[config.mk]
export PLATFORM = sky130hd
export DESIGN_NAME = pipe_array_mult
export DESIGN_NICKNAME = d
export VERILOG_FILES = /design/src/rtl/mulpipe_pkg.sv /design/src/rtl/mulpipe_cell.sv /design/src/rtl/mulpipe_row.sv /design/src/rtl/mulpipe_stage.sv /design/src/rtl/mulpipe_rst_sync.sv /design/src/rtl/pipe_array_mult.sv
export SDC_FILE = /design/constraint.sdc
export NUM_CORES = 1
export LEC_CHECK = 0
export ABC_AREA = 1
export BUFFER_PORTS_ARGS = -buffer_cell sky130_fd_sc_hd__buf_4
export CORE_MARGIN = 4
export CORE_UTILIZATION = 52
export CTS_BUF_LIST = sky130_fd_sc_hd__clkbuf_2 sky130_fd_sc_hd__clkbuf_4 sky130_fd_sc_hd__clkbuf_8
export DETAILED_ROUTE_END_ITERATION = 10
export HOLD_SLACK_MARGIN = 0.02
export PLACE_DENSITY = 0.8
export SLEW_MARGIN = 15
export SYNTH_ARGS = -nofsm -noshare
export SYNTH_HDL_FRONTEND = slang
export SYNTH_SLANG_ARGS = --single-unit
[constraint.sdc]
create_clock -name clk -period 0.8 [get_ports clk]
set_clock_uncertainty 0.1 [all_clocks]
set_input_delay 0.16 -clock clk [delete_from_list [all_inputs] [get_ports clk]]
set_output_delay 0.16 -clock clk [all_outputs]
set_load 0.02 [all_outputs]
[src/rtl/mulpipe_pkg.sv]
package mulpipe_pkg;

  // integer ceiling division used for stage counts
  function automatic int ceil_div(input int num, input int den);
    return (num + den - 1) / den;
  endfunction

  // number of rows handled by a stage starting at row first
  function automatic int rows_in_stage(input int width, input int rps, input int first);
    return ((width - first) < rps) ? (width - first) : rps;
  endfunction

endpackage

[src/rtl/mulpipe_cell.sv]
module mulpipe_cell (
  input  logic x,     // multiplicand bit
  input  logic y,     // running-sum bit
  input  logic z,     // multiplier bit selecting the addend
  input  logic cin,
  output logic s,
  output logic cout
);

  logic addend;

  always_comb begin
    addend = x & z;
    s      = addend ^ y ^ cin;
    cout   = (addend & y) | (addend & cin) | (y & cin);
  end

endmodule

[src/rtl/mulpipe_row.sv]
module mulpipe_row #(
  parameter int WIDTH = 8
) (
  input  logic [WIDTH-1:0] mcand,
  input  logic [WIDTH-1:0] sum_in,
  input  logic             zbit,
  output logic [WIDTH-1:0] sum_out,
  output logic             prod_bit
);

  logic [WIDTH:0]   carry;
  logic [WIDTH-1:0] cell_s;

  assign carry[0] = 1'b0;

  for (genvar i = 0; i < WIDTH; i++) begin : g_cell
    mulpipe_cell u_cell (
      .x    (mcand[i]),
      .y    (sum_in[i]),
      .z    (zbit),
      .cin  (carry[i]),
      .s    (cell_s[i]),
      .cout (carry[i+1])
    );
  end

  // lowest bit is final; the rest shifts down as the next running sum
  always_comb begin
    prod_bit = cell_s[0];
    sum_out  = {carry[WIDTH], cell_s[WIDTH-1:1]};
  end

endmodule

[src/rtl/mulpipe_stage.sv]
module mulpipe_stage #(
  parameter int WIDTH = 8,
  parameter int FIRST = 0,
  parameter int NROWS = 2
) (
  input  logic             clk,
  input  logic             rst_n,
  input  logic             vld_i,
  input  logic [WIDTH-1:0] a_i,
  input  logic [WIDTH-1:0] b_i,
  input  logic [WIDTH-1:0] psum_i,
  input  logic [WIDTH-1:0] low_i,
  output logic             vld_o,
  output logic [WIDTH-1:0] a_o,
  output logic [WIDTH-1:0] b_o,
  output logic [WIDTH-1:0] psum_o,
  output logic [WIDTH-1:0] low_o
);

  localparam int DONE = FIRST + NROWS;
  localparam int PW   = 2 * WIDTH;

  logic [WIDTH-1:0] chain [NROWS+1];
  logic [NROWS-1:0] pbit;

  logic             vld_n;
  logic [WIDTH-1:0] a_n, b_n, psum_n, low_n;
  logic             vld_q;
  logic [WIDTH-1:0] a_q, b_q, psum_q, low_q;

  assign chain[0] = psum_i;

  for (genvar r = 0; r < NROWS; r++) begin : g_row
    mulpipe_row #(.WIDTH(WIDTH)) u_row (
      .mcand    (a_i),
      .sum_in   (chain[r]),
      .zbit     (b_i[FIRST+r]),
      .sum_out  (chain[r+1]),
      .prod_bit (pbit[r])
    );
  end

  // next-state
  always_comb begin
    vld_n  = vld_i;
    a_n    = a_i;
    b_n    = b_i;
    psum_n = chain[NROWS];
    low_n  = low_i;
    for (int r = 0; r < NROWS; r++) begin
      low_n[FIRST+r] = pbit[r];
    end
  end

  // valid flag: reset
  always_ff @(posedge clk or negedge rst_n) begin
    if (!rst_n) vld_q <= 1'b0;
    else        vld_q <= vld_n;
  end

  // data: no reset, loaded only with a valid pair
  always_ff @(posedge clk) begin
    if (vld_i) begin
      a_q    <= a_n;
      b_q    <= b_n;
      psum_q <= psum_n;
      low_q  <= low_n;
    end
  end

  assign vld_o  = vld_q;
  assign a_o    = a_q;
  assign b_o    = b_q;
  assign psum_o = psum_q;
  assign low_o  = low_q;

  // checker values: partial product over the rows consumed so far
  logic [WIDTH-1:0] done_mask;
  logic [PW-1:0]    chk_held, chk_ref;

  always_comb begin
    done_mask = '0;
    for (int i = 0; i < WIDTH; i++) begin
      if (i < DONE) done_mask[i] = 1'b1;
    end
    chk_held = ({{WIDTH{1'b0}}, psum_q} << DONE) | {{WIDTH{1'b0}}, low_q & done_mask};
    chk_ref  = {{WIDTH{1'b0}}, a_q} * {{WIDTH{1'b0}}, b_q & done_mask};
  end


  vld_fwd_chk: assert property (@(posedge clk) disable iff (!rst_n)
    vld_i |=> vld_o);


  vld_idle_chk: assert property (@(posedge clk) disable iff (!rst_n)
    !vld_i |=> !vld_o);


  stage_partial_chk: assert property (@(posedge clk) disable iff (!rst_n)
    vld_o |-> (chk_held == chk_ref));

endmodule

[src/rtl/mulpipe_rst_sync.sv]
module mulpipe_rst_sync (
  input  logic clk,
  input  logic rst_n_async,
  output logic rst_n_sync
);

  logic [1:0] sync_q;
  logic [1:0] sync_n;

  always_comb sync_n = {sync_q[0], 1'b1};

  always_ff @(posedge clk or negedge rst_n_async) begin
    if (!rst_n_async) sync_q <= 2'b00;
    else              sync_q <= sync_n;
  end

  assign rst_n_sync = sync_q[1];

endmodule

[src/rtl/pipe_array_mult.sv]
module pipe_array_mult #(
  parameter int WIDTH          = 8,
  parameter int ROWS_PER_STAGE = 2
) (
  input  logic               clk,
  input  logic               rst_n,
  input  logic               in_valid,
  input  logic [WIDTH-1:0]   in_a,
  input  logic [WIDTH-1:0]   in_b,
  output logic               out_valid,
  output logic [2*WIDTH-1:0] out_p
);

  import mulpipe_pkg::*;

  localparam int NSTG    = ceil_div(WIDTH, ROWS_PER_STAGE);
  localparam int LATENCY = NSTG;
  localparam int PW      = 2 * WIDTH;

  logic rst_n_s;

  mulpipe_rst_sync u_rst (
    .clk         (clk),
    .rst_n_async (rst_n),
    .rst_n_sync  (rst_n_s)
  );

  logic             vld  [NSTG+1];
  logic [WIDTH-1:0] opa  [NSTG+1];
  logic [WIDTH-1:0] opb  [NSTG+1];
  logic [WIDTH-1:0] psum [NSTG+1];
  logic [WIDTH-1:0] low  [NSTG+1];

  // first row: zero running sum, no low bits yet
  always_comb begin
    vld[0]  = in_valid;
    opa[0]  = in_a;
    opb[0]  = in_b;
    psum[0] = '0;
    low[0]  = '0;
  end

  for (genvar s = 0; s < NSTG; s++) begin : g_stage
    localparam int FIRST = s * ROWS_PER_STAGE;
    localparam int NR    = rows_in_stage(WIDTH, ROWS_PER_STAGE, FIRST);
    mulpipe_stage #(
      .WIDTH (WIDTH),
      .FIRST (FIRST),
      .NROWS (NR)
    ) u_stage (
      .clk    (clk),
      .rst_n  (rst_n_s),
      .vld_i  (vld[s]),
      .a_i    (opa[s]),
      .b_i    (opb[s]),
      .psum_i (psum[s]),
      .low_i  (low[s]),
      .vld_o  (vld[s+1]),
      .a_o    (opa[s+1]),
      .b_o    (opb[s+1]),
      .psum_o (psum[s+1]),
      .low_o  (low[s+1])
    );
  end

  assign out_valid = vld[NSTG];
  assign out_p     = {psum[NSTG], low[NSTG]};


  final_prod_chk: assert property (@(posedge clk) disable iff (!rst_n_s)
    out_valid |-> (out_p == PW'({{WIDTH{1'b0}}, opa[NSTG]} * {{WIDTH{1'b0}}, opb[NSTG]})));


  always_comb begin
    if (!rst_n) begin
      rst_clears_chk: assert (!out_valid || ($time == 0));
    end
  end

  // latency parameter kept visible for integration
  initial begin
    latency_param_chk: assert (LATENCY >= 1);
  end

endmodule

==> metrics <==
DRC viols 0; CP endpoint kind register; routed vias/inst 4.74; ranking of synthesized cells by area edfxtp_1 60%, fa_1 22%, inv_1 6.3%; largest net degree at the start of global routing 26; Post-synth EDFFs between 80 and 90; RSZ-0062 raised after global routing yes; Met1 Wirelength between 2000 and 3000 um; endpoints failing hold 12; outcome finished with violations; drt total wl between 7000 and 8000 um; Wirelength per Cell approximately 15 um; Post-Syn Instances roughly 300; worst setup path start g_stage[0].u_stage.b_o[2]; hold buffers post-CTS 7; crit path time final approximately 4.6 ns; Cell variety after synth 8; crit start category register; area delta synth->final 31.8%; end-of-flow core utilization roughly 70%; final setup TNS -100.59 ns; starting density of the core 53.5%; HP Class register to async pin; CP Max Fanout 4; final setup violation count 140; max layer used met4; vias in the first global route 2,607; syn nets 372; Final #Nets 459; met2 WL about 4100 um; Synth async-reset ratio 6.38%; placed cell areas between 5000 and 6000 um2; Reg clk slew, reported paths 0.08 ns; initial DRC count 65; Antenna Violating Nets Remaining 0; CTS tree built; Max clock buf depth 2; CTS root buffer clkbuf_8; failing checks negative hold slack, negative setup slack; Syn Std Cell Area approximately 4400 um2; share of layout cells above drive strength 1 between 40% and 50%; total gr overflow 0; Leakage 2.60 nW; power density over the cells 2650 nW/um2; drt pass-1 iters 5; CTS sink count 94; DR WL met3 about 270 um; count leader, synth edfxtp_1; highest clock rate ~220 MHz; WP data arrival roughly 4.6 ns; post-route setup slack -3.75 ns; half-perimeter wire length after placement 5020 um; initial antenna violation count 0; core area a little over 8000 um2; PortBufs 35; diodes inserted 0; sequential area share after synthesis 63.2%; synthesized area per cell 14.9 um2; GPL Wtd Cong 0.749; post-synth top area cell edfxtp_1; post-synth top area share 59.8%; peak supply drop around 1.2 mV; full die area roughly 10,000 um2; Worst-Skew Late Latency 0.36 ns; post-synthesis register bit count 94; CTS Buf Count 9; post-route cell area 5820 um2; max-cap violation count 0; ys flop type edfxtp_1; # H-tree levels 3; GR Util All Layers about 16%; R2R Path Start g_stage[0].u_stage.b_o[2]; WP data required 0.81 ns; Synth warnings 0; final worst path period share 569%; top post-synthesis cells by count 88 x edfxtp_1, 74 x inv_1, 64 x nand2_1, 48 x fa_1; Crit Path Class register to register; io pins 36; first-pass GRT wire length ~12,000 um; Die Span Y roughly 100 um; row count 33; fill count between 500 and 600; Die X 100 um; final hold slack -0.0321 ns; fin. max-slew vios 0; vias between 2,000 and 2,500
==> state kept, by name, indices dropped and copies added, names as in the netlist <==
register and flops:
g_stage.u_stage.a_o 24, g_stage.u_stage.b_o 12, g_stage.u_stage.low_o 20, g_stage.u_stage.psum_o 32, g_stage.u_stage.vld_o 4, u_rst.sync_q 2
==> layer usage <==
metal  vias up  track usage [%]
met3        20             3.96
li1       1084                -
met2        59             30.0
met4         0             7.88
met5         -                0
met1      1180             16.7
==> placed cells by master, fill, tap and decap left out <==
master,Yosys,final
dfrtp_2,0,1
buf_12,0,5
buf_6,0,35
nand2_1,64,60
inv_6,0,1
edfxtp_1,88,88
clkbuf_8,0,11
ha_1,8,1
bufinv_16,0,1
fa_1,48,3
inv_2,0,17
nand2_2,0,2
clkinvlp_4,0,1
clkinv_2,0,2
dfrtp_4,0,2
inv_1,74,57
dlygate4sd3_1,0,7
fa_2,0,45
ha_4,0,7
conb_1,1,1
nand2_4,0,2
buf_4,0,34
buf_16,0,1
buf_8,0,2
dfrtp_1,6,3
==> final cells by class <==
cell class / count / area (um2) / share of cell area, %
clock inverters: 5 / 56.3 / 0.967
multi-input cells: 121 / 1530 / 26.2
clock buffers: 11 / 151 / 2.60
inverters: 74 / 278 / 4.77
well taps: 105 / 131 / 2.26
flip-flops and latches: 94 / 2800 / 48.1
repair buffers: 84 / 877 / 15.1
==> kinds of logic (layout without fill, tap and decap cells) <==
logic type | count (synthesis) | in the layout | share of synthesized area (%)
flip-flops | 94 | 94 | 63.2
buffers and inverters | 82 | 174 | 7.20
AND/OR/NAND/NOR | 64 | 64 | 5.44
adder cells (fa/ha/maj) | 56 | 56 | 24.0
other | 1 | 1 | 0.0849
==> worst paths after layout <==
kind	to	slack, ns	cells past startpoint
max reg2reg	g_stage[1].u_stage.psum_o[6]	-3.75	14
min reg2reg	g_stage[1].u_stage.vld_o	-0.03	0
max in group asynchronous	g_stage[0].u_stage.vld_o	0.45	0
max	g_stage[1].u_stage.psum_o[6]	-3.75	14
min	g_stage[1].u_stage.vld_o	-0.03	0
min in group clk	g_stage[0].u_stage.a_o[2]	-0.03	2
==> per-stage QoR <==
| step | power, W | setup slack (ns) | hold slack (ns) | cells |
|---|---|---|---|---|
| 2_1_floorplan | 0.0103 | -3.54 | -0.236 | 297 |
| 3_3_place_gp | 0.0114 | -3.62 | -0.157 | 464 |
| 3_5_place_dp | 0.0119 | -3.73 | -0.154 | 464 |
| 4_1_cts | 0.0156 | -3.76 | -0.0540 | 493 |
| 5_1_grt | 0.0165 | -3.82 | -0.0425 | 494 |
| 6_report | 0.0154 | -3.75 | -0.0321 | 494 |
==> timing repair <==
item / CTS / global route
hold endpoints to repair: 21 / 15
endpoints found under the setup margin: 137 / 137
pin swaps: 3 / 3
cloned: 1 / 0
setup buffers: 16 / 11
resized for setup: 46 / 16
==> power by group <==
group / switching (W) / leakage [nW] / internal, W
logic: 0.00231 / 1.57 / 0.00250
registers: 0.000527 / 0.929 / 0.00689
clock network: 0.00160 / 0.106 / 0.00161
total: 0.00444 / 2.60 / 0.0110
==> worst max-delay path: stages, from the launching register on <==
cell and delay (ns):
edfxtp_1 0.48, nand2_2 0.08, inv_2 0.08, ha_4 0.13, inv_2 0.03, fa_2 0.35, inv_2 0.06, fa_2 0.44
fa_2 0.37, fa_2 0.36, fa_2 0.35, fa_2 0.36, fa_2 0.35, fa_2 0.35, fa_2 0.41
No activity file was read; power rests on OpenSTA's default activity.
